<file path="config.mk">
export PLATFORM = sky130hd
export DESIGN_NAME = gather_pf_agen
export DESIGN_NICKNAME = d
export VERILOG_FILES = /design/src/rtl/gpf_pkg.sv /design/src/rtl/gpf_elem_pick.sv /design/src/rtl/gpf_pred_unit.sv /design/src/rtl/gpf_addr_calc.sv /design/src/rtl/gather_pf_agen.sv
export SDC_FILE = /design/constraint.sdc
export NUM_CORES = 1
export LEC_CHECK = 0
export BUFFER_PORTS_ARGS = -buffer_cell sky130_fd_sc_hd__clkbuf_2
export CORE_UTILIZATION = 40
export DETAILED_ROUTE_END_ITERATION = 10
export GPL_ROUTABILITY_DRIVEN = 0
export HOLD_SLACK_MARGIN = 0.15
export SLEW_MARGIN = 30
export SYNTH_ARGS = -nofsm -noshare
export SYNTH_HDL_FRONTEND = slang
export SYNTH_SLANG_ARGS = --single-unit
</file>
<file path="constraint.sdc">
create_clock -name clk -period 7.6 [get_ports clk]
set_clock_uncertainty 0.1 [all_clocks]
set_input_delay 1.52 -clock clk [delete_from_list [all_inputs] [get_ports clk]]
set_output_delay 1.52 -clock clk [all_outputs]
set_load 0.05 [all_outputs]
</file>
<file path="src/rtl/gpf_pkg.sv">
package gpf_pkg;

    localparam int unsigned ADDR_W = 64;
    localparam int unsigned SLOT_W = 32;
    localparam int unsigned HINT_W = 4;
    localparam int unsigned REG_W  = 5;
    localparam logic [REG_W-1:0] SP_REGNUM = 5'd31;

    typedef enum logic [2:0] {
        ST_IDLE,
        ST_CHECK,
        ST_READ,
        ST_WALK,
        ST_FIN
    } gpf_state_e;

    typedef struct packed {
        logic       write;
        logic [1:0] level;
        logic       stream;
    } gpf_hint_t;

    function automatic gpf_hint_t decode_hint(input logic [HINT_W-1:0] h);
        gpf_hint_t r;
        r.write  = h[3];
        r.level  = h[2:1];
        r.stream = h[0];
        return r;
    endfunction

endpackage

</file>
<file path="src/rtl/gpf_elem_pick.sv">
module gpf_elem_pick #(
    parameter int unsigned VLEN = 256
) (
    input  logic [VLEN-1:0]                        vec,
    input  logic                                   wide,
    input  logic [$clog2(VLEN/gpf_pkg::SLOT_W)-1:0] idx,
    output logic [gpf_pkg::ADDR_W-1:0]             raw
);
    import gpf_pkg::*;

    localparam int unsigned NSLOT = VLEN / SLOT_W;
    localparam int unsigned NDW   = NSLOT / 2;
    localparam int unsigned DCW   = (NDW > 1) ? $clog2(NDW) : 1;

    logic [SLOT_W-1:0] words [NSLOT];
    logic [ADDR_W-1:0] dwords[NDW];

    for (genvar w = 0; w < NSLOT; w++) begin : g_word
        assign words[w] = vec[w*SLOT_W +: SLOT_W];
    end

    for (genvar d = 0; d < NDW; d++) begin : g_dword
        assign dwords[d] = vec[d*ADDR_W +: ADDR_W];
    end

    always_comb begin
        if (wide) begin
            raw = dwords[idx[DCW-1:0]];
        end else begin
            raw = {{(ADDR_W-SLOT_W){1'b0}}, words[idx]};
        end
    end

endmodule

</file>
<file path="src/rtl/gpf_pred_unit.sv">
module gpf_pred_unit #(
    parameter int unsigned NSLOT = 8
) (
    input  logic [NSLOT-1:0]         pred,
    input  logic                     wide,
    input  logic [$clog2(NSLOT)-1:0] idx,
    output logic                     elem_act,
    output logic                     any_act
);
    logic [NSLOT-1:0] even_mask;
    logic [NSLOT-1:0] wide_bits;

    for (genvar s = 0; s < NSLOT; s++) begin : g_mask
        assign even_mask[s] = (s % 2 == 0);
    end

    assign wide_bits = pred & even_mask;

    always_comb begin
        if (wide) begin
            any_act  = |wide_bits;
            elem_act = pred[{idx[$clog2(NSLOT)-2:0], 1'b0}];
        end else begin
            any_act  = |pred;
            elem_act = pred[idx];
        end
    end

endmodule

</file>
<file path="src/rtl/gpf_addr_calc.sv">
module gpf_addr_calc (
    input  logic [gpf_pkg::ADDR_W-1:0] base,
    input  logic [gpf_pkg::ADDR_W-1:0] raw,
    input  logic                       full64,
    input  logic                       sext,
    output logic [gpf_pkg::ADDR_W-1:0] addr
);
    import gpf_pkg::*;

    logic [ADDR_W-1:0] ext;
    logic [ADDR_W-1:0] scaled;

    always_comb begin
        if (full64) begin
            ext = raw;
        end else if (sext) begin
            ext = {{(ADDR_W-SLOT_W){raw[SLOT_W-1]}}, raw[SLOT_W-1:0]};
        end else begin
            ext = {{(ADDR_W-SLOT_W){1'b0}}, raw[SLOT_W-1:0]};
        end
        scaled = {ext[ADDR_W-3:0], 2'b00};
        addr   = base + scaled;
    end

endmodule

</file>
<file path="src/rtl/gather_pf_agen.sv">
module gather_pf_agen #(
    parameter int unsigned VLEN = 256
) (
    input  logic                                   clk,
    input  logic                                   rst_n,
    input  logic                                   cmd_start,
    input  logic                                   cmd_wide,
    input  logic                                   cmd_off64,
    input  logic                                   cmd_sext,
    input  logic [gpf_pkg::HINT_W-1:0]             cmd_hint,
    input  logic [gpf_pkg::REG_W-1:0]              cmd_basereg,
    input  logic [VLEN/gpf_pkg::SLOT_W-1:0]        cmd_pred,
    output logic                                   busy,
    output logic                                   opnd_rd,
    input  logic [gpf_pkg::ADDR_W-1:0]             opnd_gpr,
    input  logic [gpf_pkg::ADDR_W-1:0]             opnd_sp,
    input  logic [VLEN-1:0]                        opnd_vec,
    output logic                                   req_valid,
    input  logic                                   req_ready,
    output logic [gpf_pkg::ADDR_W-1:0]             req_addr,
    output logic [$clog2(VLEN/gpf_pkg::SLOT_W)-1:0] req_elem,
    output logic                                   req_write,
    output logic [1:0]                             req_level,
    output logic                                   req_stream,
    output logic                                   done
);
    import gpf_pkg::*;

    localparam int unsigned NSLOT = VLEN / SLOT_W;
    localparam int unsigned ECW   = $clog2(NSLOT);
    localparam logic [ECW-1:0] LAST_NARROW = ECW'(NSLOT - 1);
    localparam logic [ECW-1:0] LAST_WIDE   = ECW'(NSLOT / 2 - 1);

    gpf_state_e        st_q, st_d;
    logic              wide_q, off64_q, sext_q, use_sp_q;
    gpf_hint_t         hint_q;
    logic [NSLOT-1:0]  pred_q;
    logic [ADDR_W-1:0] base_q;
    logic [VLEN-1:0]   vec_q;
    logic [ECW-1:0]    eidx_q;

    logic              elem_act, any_act;
    logic [ADDR_W-1:0] raw_idx;
    logic [ADDR_W-1:0] elem_addr;
    logic              at_last;
    logic              advance;

    gpf_pred_unit #(.NSLOT(NSLOT)) u_pred (
        .pred    (pred_q),
        .wide    (wide_q),
        .idx     (eidx_q),
        .elem_act(elem_act),
        .any_act (any_act)
    );

    gpf_elem_pick #(.VLEN(VLEN)) u_pick (
        .vec (vec_q),
        .wide(wide_q),
        .idx (eidx_q),
        .raw (raw_idx)
    );

    gpf_addr_calc u_addr (
        .base  (base_q),
        .raw   (raw_idx),
        .full64(wide_q & off64_q),
        .sext  (sext_q),
        .addr  (elem_addr)
    );

    assign at_last = (eidx_q == (wide_q ? LAST_WIDE : LAST_NARROW));
    assign advance = (st_q == ST_WALK) && (!elem_act || req_ready);

    // State register and captured command/operands
    always_ff @(posedge clk or negedge rst_n) begin
        if (!rst_n) begin
            st_q     <= ST_IDLE;
            wide_q   <= 1'b0;
            off64_q  <= 1'b0;
            sext_q   <= 1'b0;
            use_sp_q <= 1'b0;
            hint_q   <= '0;
            pred_q   <= '0;
            base_q   <= '0;
            vec_q    <= '0;
            eidx_q   <= '0;
        end else begin
            st_q <= st_d;
            if (st_q == ST_IDLE && cmd_start) begin
                wide_q   <= cmd_wide;
                off64_q  <= cmd_off64;
                sext_q   <= cmd_sext;
                use_sp_q <= (cmd_basereg == SP_REGNUM);
                hint_q   <= decode_hint(cmd_hint);
                pred_q   <= cmd_pred;
            end
            if (st_q == ST_READ) begin
                base_q <= use_sp_q ? opnd_sp : opnd_gpr;
                vec_q  <= opnd_vec;
                eidx_q <= '0;
            end else if (advance && !at_last) begin
                eidx_q <= eidx_q + 1'b1;
            end
        end
    end

    // Next-state logic
    always_comb begin
        st_d = st_q;
        unique case (st_q)
            ST_IDLE:  if (cmd_start) st_d = ST_CHECK;
            ST_CHECK: st_d = any_act ? ST_READ : ST_FIN;
            ST_READ:  st_d = ST_WALK;
            ST_WALK:  if (advance && at_last) st_d = ST_FIN;
            ST_FIN:   st_d = ST_IDLE;
            default:  st_d = ST_IDLE;
        endcase
    end

    // Outputs
    always_comb begin
        busy      = 1'b1;
        opnd_rd   = 1'b0;
        req_valid = 1'b0;
        done      = 1'b0;
        unique case (st_q)
            ST_IDLE:  busy      = 1'b0;
            ST_CHECK: ;
            ST_READ:  opnd_rd   = 1'b1;
            ST_WALK:  req_valid = elem_act;
            ST_FIN:   done      = 1'b1;
            default:  busy      = 1'b0;
        endcase
        req_addr   = elem_addr;
        req_elem   = eidx_q;
        req_write  = hint_q.write;
        req_level  = hint_q.level;
        req_stream = hint_q.stream;
    end

    // a stalled request holds its address
    a_r10_hold_stalled: assert property (@(posedge clk) disable iff (!rst_n)
        req_valid && !req_ready |=> req_valid && $stable(req_addr) && $stable(req_elem));

    // done lasts exactly one cycle
    a_r11_done_pulse: assert property (@(posedge clk) disable iff (!rst_n)
        done |=> !done);

    // the operand read is only issued when some element is active
    a_r6_read_needs_active: assert property (@(posedge clk) disable iff (!rst_n)
        opnd_rd |-> any_act);

    // the operand read is a single-cycle strobe followed by walking
    a_r6_read_pulse: assert property (@(posedge clk) disable iff (!rst_n)
        opnd_rd |=> !opnd_rd && busy);

    // scaling by 4 keeps the base's two low bits
    a_r1_low_bits: assert property (@(posedge clk) disable iff (!rst_n)
        req_valid |-> req_addr[1:0] == base_q[1:0]);

    // the next request after a handshake has a higher element index
    a_r9_ascending: assert property (@(posedge clk) disable iff (!rst_n)
        req_valid && req_ready |=> !req_valid || (req_elem > $past(req_elem)));

    // requests and done never occur while idle
    a_r12_idle_quiet: assert property (@(posedge clk) disable iff (!rst_n)
        !busy |-> !req_valid && !done && !opnd_rd);

endmodule

</file>
# After elaboration in Yosys (flattened, before gate mapping)
# Cells that the tools add are included.
# Widths: inputs -> output; s select.
[op_classes]
add_sub_neg = 2
n_eq_ne = 8
bitwise_logic = 3
n_lt_le_gt_ge = 4
reduce_logical = 13
n_mux = 27
[op_table]
columns = ["operator", "count"]
rows = [
  ["$mux 62", 5],
  ["$bmux 64 s2", 1],
  ["$bmux 32 s3", 1],
  ["$add 64x64->64", 1],
  ["$mux 32", 2],
  ["$mux 64", 1],
  ["$mux 3", 6],
  ["$pmux 3 s4", 1],
  ["$lt 3x4->1 const B", 2],
  ["$mux 1", 8],
  ["$reduce_or 4->1", 2],
  ["$reduce_or 8->1", 1],
  ["$eq 3x2->1 const B", 2],
  ["$eq 5x5->1 const B", 1],
  ["$ge 4x4->1 const B", 1],
  ["$logic_and 1x1->1", 4],
  ["$not 3->4", 1],
  ["$add 3x1->3 const B", 1],
  ["$bmux 1 s3", 1],
  ["$eq 3x1->1 const B", 1],
  ["$eq 3x3->1", 1],
  ["$eq 3x3->1 const B", 1],
  ["$ge 3x3->1 const B", 1],
  ["$logic_not 3->1", 1],
  ["9 further kinds", 10],
]
[word_totals]
register_bits = 342
elab_cells = 69
output_inout_bits = 75
in_bits = 408

# Logic depth before layout (Yosys ltp)
# Gate-level depths: netlist of the first run.
[logic_depth]
word_depth = 9
ltp_mapped = 20
mapped_depth_nobuf = 15

# Modules after synthesis
# A second synthesis of the first run with hierarchy kept.
[hier_totals]
cells_unflattened = 1958
area_unflattened_um2 = 23023.3
[modules_own_cells]
columns = ["mod", "n_inst", "area_per_inst_um2", "cells_each", "seq_area_each_um2"]
rows = [
  ["gather_pf_agen", 1, 14625.3, 894, 8558.2],
  ["gpf_addr_calc", 1, 4192.8, 662, 0.0],
  ["gpf_elem_pick", 1, 4088.9, 390, 0.0],
  ["gpf_pred_unit", 1, 116.4, 12, 0.0],
]

# Worst setup path after synthesis of the first run
# OpenSTA, ideal clock, no wires.
[synth_path]
path_type = "reg-to-output"
from = "register eidx_q[0], in the netlist req_elem[0]"
to = "output port req_addr[55] in the netlist's numbering"
path_stages_with_launch = 18
t_arrival_ns = 5.106
path_slack_ns = 0.874
path_buffers = 3
required_time_ns = 5.980
cell_sequence = "dfrtp_1 > clkbuf_1 > buf_2 > buf_1 > mux4_2 > mux2i_1 > nor2_1 > a21oi_1 > inv_1 > ha_1 > a211oi_1 > o21ai_1 > o21ai_2 > nand3_1 > a31o_2 > a21boi_0 > a21oi_1 > xnor2_1"
[synth_between]
elab_chain_len = 8
elab_cells_between_ends = 12
cone_classes = "add/sub: 1; mux: 9; bitwise: 2"
[synth_lines]
columns = ["element", "line", "text"]
rows = [
  ["from (decl)", "gather_pf_agen.sv:40", "logic [ECW-1:0] eidx_q;"],
  ["from (signal assigned)", "gather_pf_agen.sv:102", "eidx_q <= eidx_q + 1'b1;"],
  ["$not 3->4 (implied by the code) / $not 2->3 (equally long branches)", "gpf_elem_pick.sv:30, gpf_elem_pick.sv:28", ""],
  ["$bmux 32 s3 / $bmux 64 s2 (equally long branches)", "gpf_elem_pick.sv:30, gpf_elem_pick.sv:28", ""],
  ["$mux 32 (implied by the code) / $mux 62 (equally long branches) (2 in series)", "gpf_elem_pick.sv:30, gpf_elem_pick.sv:28", ""],
  ["$mux 62 *", "gpf_elem_pick.sv:27", "if (wide) begin"],
  ["$mux 62", "gpf_addr_calc.sv:16", "end else if (sext) begin"],
  ["$mux 62 *", "gpf_addr_calc.sv:14", "if (full64) begin"],
  ["$add 64x64->64 *", "gpf_addr_calc.sv:22", "addr = base + scaled;"],
  ["to (decl)", "gather_pf_agen.sv:20", "output logic [gpf_pkg::ADDR_W-1:0] req_addr,"],
]
# Mark *: on every way between the ends. The rest lies on a longest branch, timed or not. The select of a mux whose other input is x is not followed.

# Final worst setup path of the first run
[layout_path]
from = "register eidx_q[1], in the netlist req_elem[1]"
to = "output port req_addr[57] in the netlist's numbering"
# The elaborated chain is that of the path after synthesis.

==> results of run 1 <==
## per-stage QoR
stage | std cells | worst slack [ns] | utilization (%)
global route | 2936 | 0.0212 | 49.2
global placement | 2860 | 1.06 | 46.5
CTS | 2931 | 0.424 | 49.2
detailed placement | 2860 | 1.04 | 46.5
finish | 2936 | 0.405 | 49.2
floorplan | 1799 | 0.874 | -
## synth_stat cells, types with 6 or more instances
cell      instances
a211oi_1          6
nand2b_1          6
a21oi_1         178
nor3_1           14
o21a_1           10
nand3_1          12
mux2_2          270
mux2i_1          98
clkbuf_1         66
nand4_1          21
nand2_1         127
mux4_2          129
ha_1             62
buf_1            23
o21ai_0          42
a21o_1           19
o21bai_1         16
xor2_1           21
inv_1            28
xnor2_1          44
nor2_1          139
dfrtp_1         342
buf_4             8
nor4_1            7
buf_2            18
## critical path, delay by kind of cell (launching register included)
| family | cells | cell delay [ns] |
|---|---|---|
| AO/OA/AOI/OAI | 7 | 1.43 |
| XOR/XNOR | 1 | 0.14 |
| adder cells (fa/ha/maj) | 1 | 0.42 |
| buffers and inverters | 2 | 0.69 |
| flip-flops | 1 | 0.79 |
| multiplexers | 2 | 0.96 |
| AND/OR/NAND/NOR | 2 | 0.49 |
## placed cells by master, fill, tap and decap left out, types with 4 or more instances in the layout
master / instances
a211oi_1: 6
a21o_1: 19
a21o_2: 4
a21oi_1: 178
and2_1: 5
and3_1: 4
and4_1: 4
buf_12: 4
buf_4: 15
clkbuf_1: 5
clkbuf_16: 40
clkbuf_2: 481
clkbuf_8: 11
clkinv_2: 6
dfrtp_1: 338
diode_2: 5
ha_1: 62
inv_1: 28
mux2_2: 270
mux2i_1: 98
mux4_2: 129
nand2_1: 127
nand2b_1: 6
nand3_1: 12
nand4_1: 21
nor2_1: 139
nor2b_1: 5
nor3_1: 13
nor4_1: 7
o21a_1: 10
o21ai_0: 42
o21ai_1: 4
o21bai_1: 16
o31ai_1: 4
xnor2_1: 44
xor2_1: 21
## layer usage
metal | wire length (microns) | global-route usage (%) | vias to the layer above
li1 | - | - | 7535
met4 | 2000 | 8.53 | 12
met3 | 4330 | 4.26 | 121
met1 | 29100 | 34.6 | 8347
met5 | 74 | 0 | -
met2 | 30700 | 39.2 | 602
## final cells by class
class,count,area [sq um]
Fill cell,4691,26300
Timing Repair Buffer,502,2630
Sequential cell,342,8570
Tap cell,680,851
Antenna cell,5,12.5
Multi-Input combinational cell,1307,11900
Clock buffer,56,1170
Clock inverter,15,211
Inverter,29,109
## path summary, 6_finish.rpt
path,from,endpoint,slack (ns),depth (start not counted)
hold / removal,req_stream,req_stream,0.41,1
setup reg to reg,st_q[1],vec_q[82],3.59,6
max in group asynchronous,rst_n,vec_q[208],5.45,2
setup / recovery,req_elem[1],req_addr[57],0.40,15
hold reg to reg,req_stream,req_stream,0.41,1
min in group asynchronous,rst_n,req_stream,0.74,1
## flip-flops by register name, summed over array words and instances (netlist names)
register,cells
vec_q,256
base_q,64
pred_q,8
req_elem,3
st_q,3
req_level,2
off64_q,1
req_stream,1
req_write,1
sext_q,1
use_sp_q,1
wide_q,1
## cells by family after synthesis
group                    after synthesis  synth area share, %
multiplexers                         497                 32.8
adder cells (fa/ha/maj)               63                 3.77
AND/OR/NAND/NOR                      355                 7.40
buffers and inverters                150                 3.10
flip-flops                           342                 40.6
AO/OA/AOI/OAI                        327                 9.59
XOR/XNOR                              65                 2.70
==> impl_metrics.csv, run 1 <==
group,metric,value,unit
outcome,status,"finished clean",
setup_path,crit_fanout,58,
timing,layout_worst_path_cycle_share,94.7,%
clocking,cts_resized,0,
detailed_routing,finalWirelength,66.2,mm
floorplanning,die_width,232,microns
setup_path,crit_required,5.98,ns
logic_synthesis,ys_ff_latch,342,
grt,grt_max_degree,162,
logic_synthesis,ys_warn_count,0,
setup_path,crit_top_cell,"a21oi_1",
logic_synthesis,syn-num-nets,2270,
detailed_routing,route.detailed.drc,0,
clocking,clock_path_buffers,3,
timing,tightest_slew,0.951,ns
setup_path,cp.arrival,5.58,ns
clocking,post_cts_buffers,0,
clocking,cts.htree.levels,2,
clocking,clockRootBuffer,"clkbuf_16",
floorplanning,rows,83,
logic_synthesis,ys_types,78,
clocking,postCtsHoldBufs,0,
logic_synthesis,synthCells,1799,
layout,final_cell_area,25400,sq um
detailed_routing,vias_per_cell,5.66,
clocking,clk_latency,0.59,ns
logic_synthesis,synth_area_leader_cell,"dfrtp_1",
detailed_routing,avgRoutedWirePerCell,22.6,microns
layout,synthToLayoutAreaGrowth,20.6,%
setup_path,cpMaxStageDelayCell,"dfrtp_4",
placement,dpl_cell_area,24000,sq um
logic_synthesis,ys_async_sr_fraction,100,%
setup_path,max_stage_delay,0.79,ns
clocking,cts_tree,"yes",
logic_synthesis,syn-cell-area,21100,sq um
timing,fin_crit,7.20,ns
clocking,numCtsBuffers,40,
setup_path,cp-end-kind,"output pin",
grt,grt_antenna_before_repair,14,
floorplanning,dieArea,53600,sq um
floorplanning,core,51700,sq um
timing,hold_ws,0.409,ns
grt,grt-ovfl-total,0,
grt,grt_pass1_vias,16700,
placement,portBuffers,482,
grt,track_usage,24.9,%
timing,drv_slew,0,
logic_synthesis,ys_seq_area_share,40.6,%
setup_path,cp-start-kind,"flop",
worst_hold_path,hold_path_class,"reg -> reg",
timing,hold_viol,0,
layout,drive_above_1_share,44.5,%
floorplanning,io_pins,483,
clocking,cts_sinks,342,
floorplanning,start_util,40.8,%
placement,hpwl,51.7,mm
detailed_routing,drtAntennaViolNets,0,
detailed_routing,via_count,16600,
setup_path,path_class,"reg -> out",
logic_synthesis,synth_area_leaders,"dfrtp_1, mux2_2, mux4_2, mux2i_1, a21oi_1",
logic_synthesis,yosys.area.top_type_share,40.6,%
run,maxCapViolations,0,
timing,max_freq,139,MHz
timing,setup-tns-final,0,ns
timing,slew_headroom,36.6,%
layout,fin_nets,2693,
logic_synthesis,avgSynthCellArea,11.7,sq um
logic_synthesis,synth_edf_count,0,
setup_path,cp_cell_sequence,"buf_12 -> mux4_2 -> mux2i_1 -> a21oi_1 -> ha_1 -> a21oi_1 -> o21ai_0 -> a21oi_1 -> nor2_1 -> o31ai_2 -> a21oi_2 -> nor4b_1 -> o31a_1 -> xnor2_1 -> clkbuf_2",
logic_synthesis,ys.flop_type,"dfrtp_1",
floorplanning,die_h,232,microns
clocking,clkTransAtPathRegs,0.06,ns
detailed_routing,drt_first_pass_iters,5,
timing,setup_violations,0,
detailed_routing,drt-initial-drc-count,1147,
grt,grt_pass1_wl,101,mm
timing,rsz0062_at_grt,"no",
Power of run 1 is not shown: default switching activity piles up to over one toggle a cycle in this logic, so the estimate is an artifact.
==> inputs of run 2 (changes only) <==
Settings changed: CORE_UTILIZATION 40 to 45, PLACE_DENSITY from default to 0.68.
==> run 2 against run 1 <==
  * Critical path depth shrank 1
  * Via count shrank 0.34%
  * First-iteration DRC count grew 20%
  * Core utilization grew 6.0 points
  * Flip-flop and latch count is the same
  * Fmax grew 2.0%
  * Design area shrank 0.65%
  * Critical endpoint is now req_addr[51]
  * Largest cell class unchanged
==> impl_metrics.csv, run 2 (synthesis gave the netlist of run 1 again) <==
group,metric,value,unit
setup_path,crit_fanout,60,
setup_path,cp-start-kind,"flop",
detailed_routing,route.detailed.drc,0,
clocking,cts_tree,"yes",
floorplanning,dieArea,47700,sq um
layout,largest_reg_flops,256,
clocking,cts.htree.levels,2,
layout,drive_above_1_share,44.1,%
timing,rsz0062_at_grt,"no",
layout,layout_commonest_cell,"clkbuf_2",
setup_path,worstRegToRegCells,6,
detailed_routing,finalWirelength,64.8,mm
clocking,clk_latency,0.56,ns
setup_path,reg2reg_setup_slack,3.94,ns
grt,grt_max_degree,164,
clocking,cts_sinks,342,
detailed_routing,via_count,16600,
timing,slew_headroom,38.4,%
floorplanning,die_h,218,microns
layout,reg_top3,"vec_q (256), base_q (64), pred_q (8)",
worst_hold_path,min_path_cells,1,
floorplanning,rows,78,
timing,drv_slew,0,
clocking,clkTransAtPathRegs,0.06,ns
floorplanning,start_util,46.1,%
grt,grt-ovfl-total,0,
timing,layout_worst_path_cycle_share,92.8,%
layout,top_register,"vec_q",
floorplanning,die_width,218,microns
layout,synthToLayoutAreaGrowth,19.9,%
placement,hpwl,49.8,mm
timing,fin_crit,7.06,ns
placement,portBuffers,482,
grt,grt_pass1_wl,96.0,mm
layout,fin_nets,2690,
setup_path,path_class,"reg -> out",
clocking,post_cts_buffers,0,
detailed_routing,avgRoutedWirePerCell,22.7,microns
clocking,clockRootBuffer,"clkbuf_16",
clocking,numCtsBuffers,39,
setup_path,crit_required,5.98,ns
floorplanning,core,45800,sq um
timing,tightest_slew,0.924,ns
floorplanning,io_pins,483,
detailed_routing,drt-initial-drc-count,1373,
timing,max_freq,142,MHz
timing,setup-tns-final,0,ns
layout,multi_input_area,11900,sq um
layout,seq_area,8570,sq um
worst_hold_path,hold_path_class,"reg -> reg",
setup_path,cp_cell_sequence,"buf_16 -> mux4_2 -> a21oi_1 -> inv_1 -> ha_1 -> a211oi_1 -> o21ai_1 -> o21ai_2 -> nand3_1 -> a31o_2 -> a21boi_0 -> o21ai_0 -> xor2_1 -> clkbuf_2",
grt,grt_antenna_before_repair,11,
grt,grt_pass1_vias,16500,
setup_path,cp.arrival,5.44,ns
run,maxCapViolations,0,
detailed_routing,drt_first_pass_iters,6,
setup_path,max_stage_delay,0.62,ns
outcome,status,"finished clean",
clocking,clock_path_buffers,3,
layout,fillers,3889,
detailed_routing,vias_per_cell,5.81,
clocking,postCtsHoldBufs,0,
setup_path,cpMaxStageDelayCell,"dfrtp_4",
setup_path,cp-end-kind,"output pin",
timing,hold_viol,0,
timing,setup_violations,0,
layout,layout_common_cells,"clkbuf_2, dfrtp_1, mux2_2, a21oi_1, nor2_1",
detailed_routing,drtAntennaViolNets,0,
grt,track_usage,26.8,%
-- run 2: cell types whose count changed in the layout (fill, tap and decap cells not counted), sizes merged, moves of 2 or more --
cell / previous run / this run
clkinv: 8 / 5
clkbuf: 537 / 540
clkinvlp: 3 / 0
inv: 30 / 32
buf: 21 / 18
-- run 2: final timing paths --
path	start	to
setup reg to reg	st_q[1]	vec_q[54]
hold reg to reg	vec_q[255]	vec_q[255]
hold / removal	vec_q[255]	vec_q[255]
setup / recovery	req_elem[0]	req_addr[51]
max in group asynchronous	rst_n	vec_q[53]
min in group asynchronous	rst_n	base_q[6]
-- run 2: final cells by class --
cell class | instances | area share, %
multi-input combinational | 1307 | 47.0
sequential | 342 | 33.9
timing repair buffer | 500 | 10.6
clock buffer | 58 | 4.42
tap | 600 | 2.97
clock inverter | 10 | 0.545
inverter | 29 | 0.431
antenna | 6 | 0.0594
-- run 2: worst max-delay path, delay by kind of cell (launching register included) --
kind                       cells  cell delay, ns
AOI/OAI and AO/OA              7            2.11
buffers and inverters          3            0.76
DFF                            1            0.62
muxes                          1            0.55
adders and majority gates      1            0.31
and+or+nand+nor                1            0.30
xor gates and xnor gates       1            0.18
-- run 2: through the flow --
step	setup slack, ns	hold WS, ns	instance area, sq um	instances	utilization (%)
2_1_floorplan	0.874	0.373	21100	1799	-
5_1_grt	0.0835	0.420	25300	2849	55.2
4_1_cts	0.343	0.408	25200	2844	55.0
3_3_place_gp	1.07	0.389	23900	2776	52.3
3_5_place_dp	0.977	0.393	23900	2776	52.3
6_report	0.545	0.406	25300	2852	55.2
-- run 2: per-layer routing --
layer | GRT usage, % | vias to the layer above | routed length, microns
met5 | 0 | - | 46
met4 | 8.95 | 8 | 1980
met3 | 5.58 | 126 | 4960
met2 | 42.3 | 662 | 30100
met1 | 36.6 | 8245 | 27700
li1 | - | 7519 | -
-- run 2: timing repair --
item                                   in CTS  in global routing
resized for setup                           0                  1
endpoints found under the hold margin       0                  0
setup endpoints to repair                   0                  5
Power of run 2 is left out for the same reason.
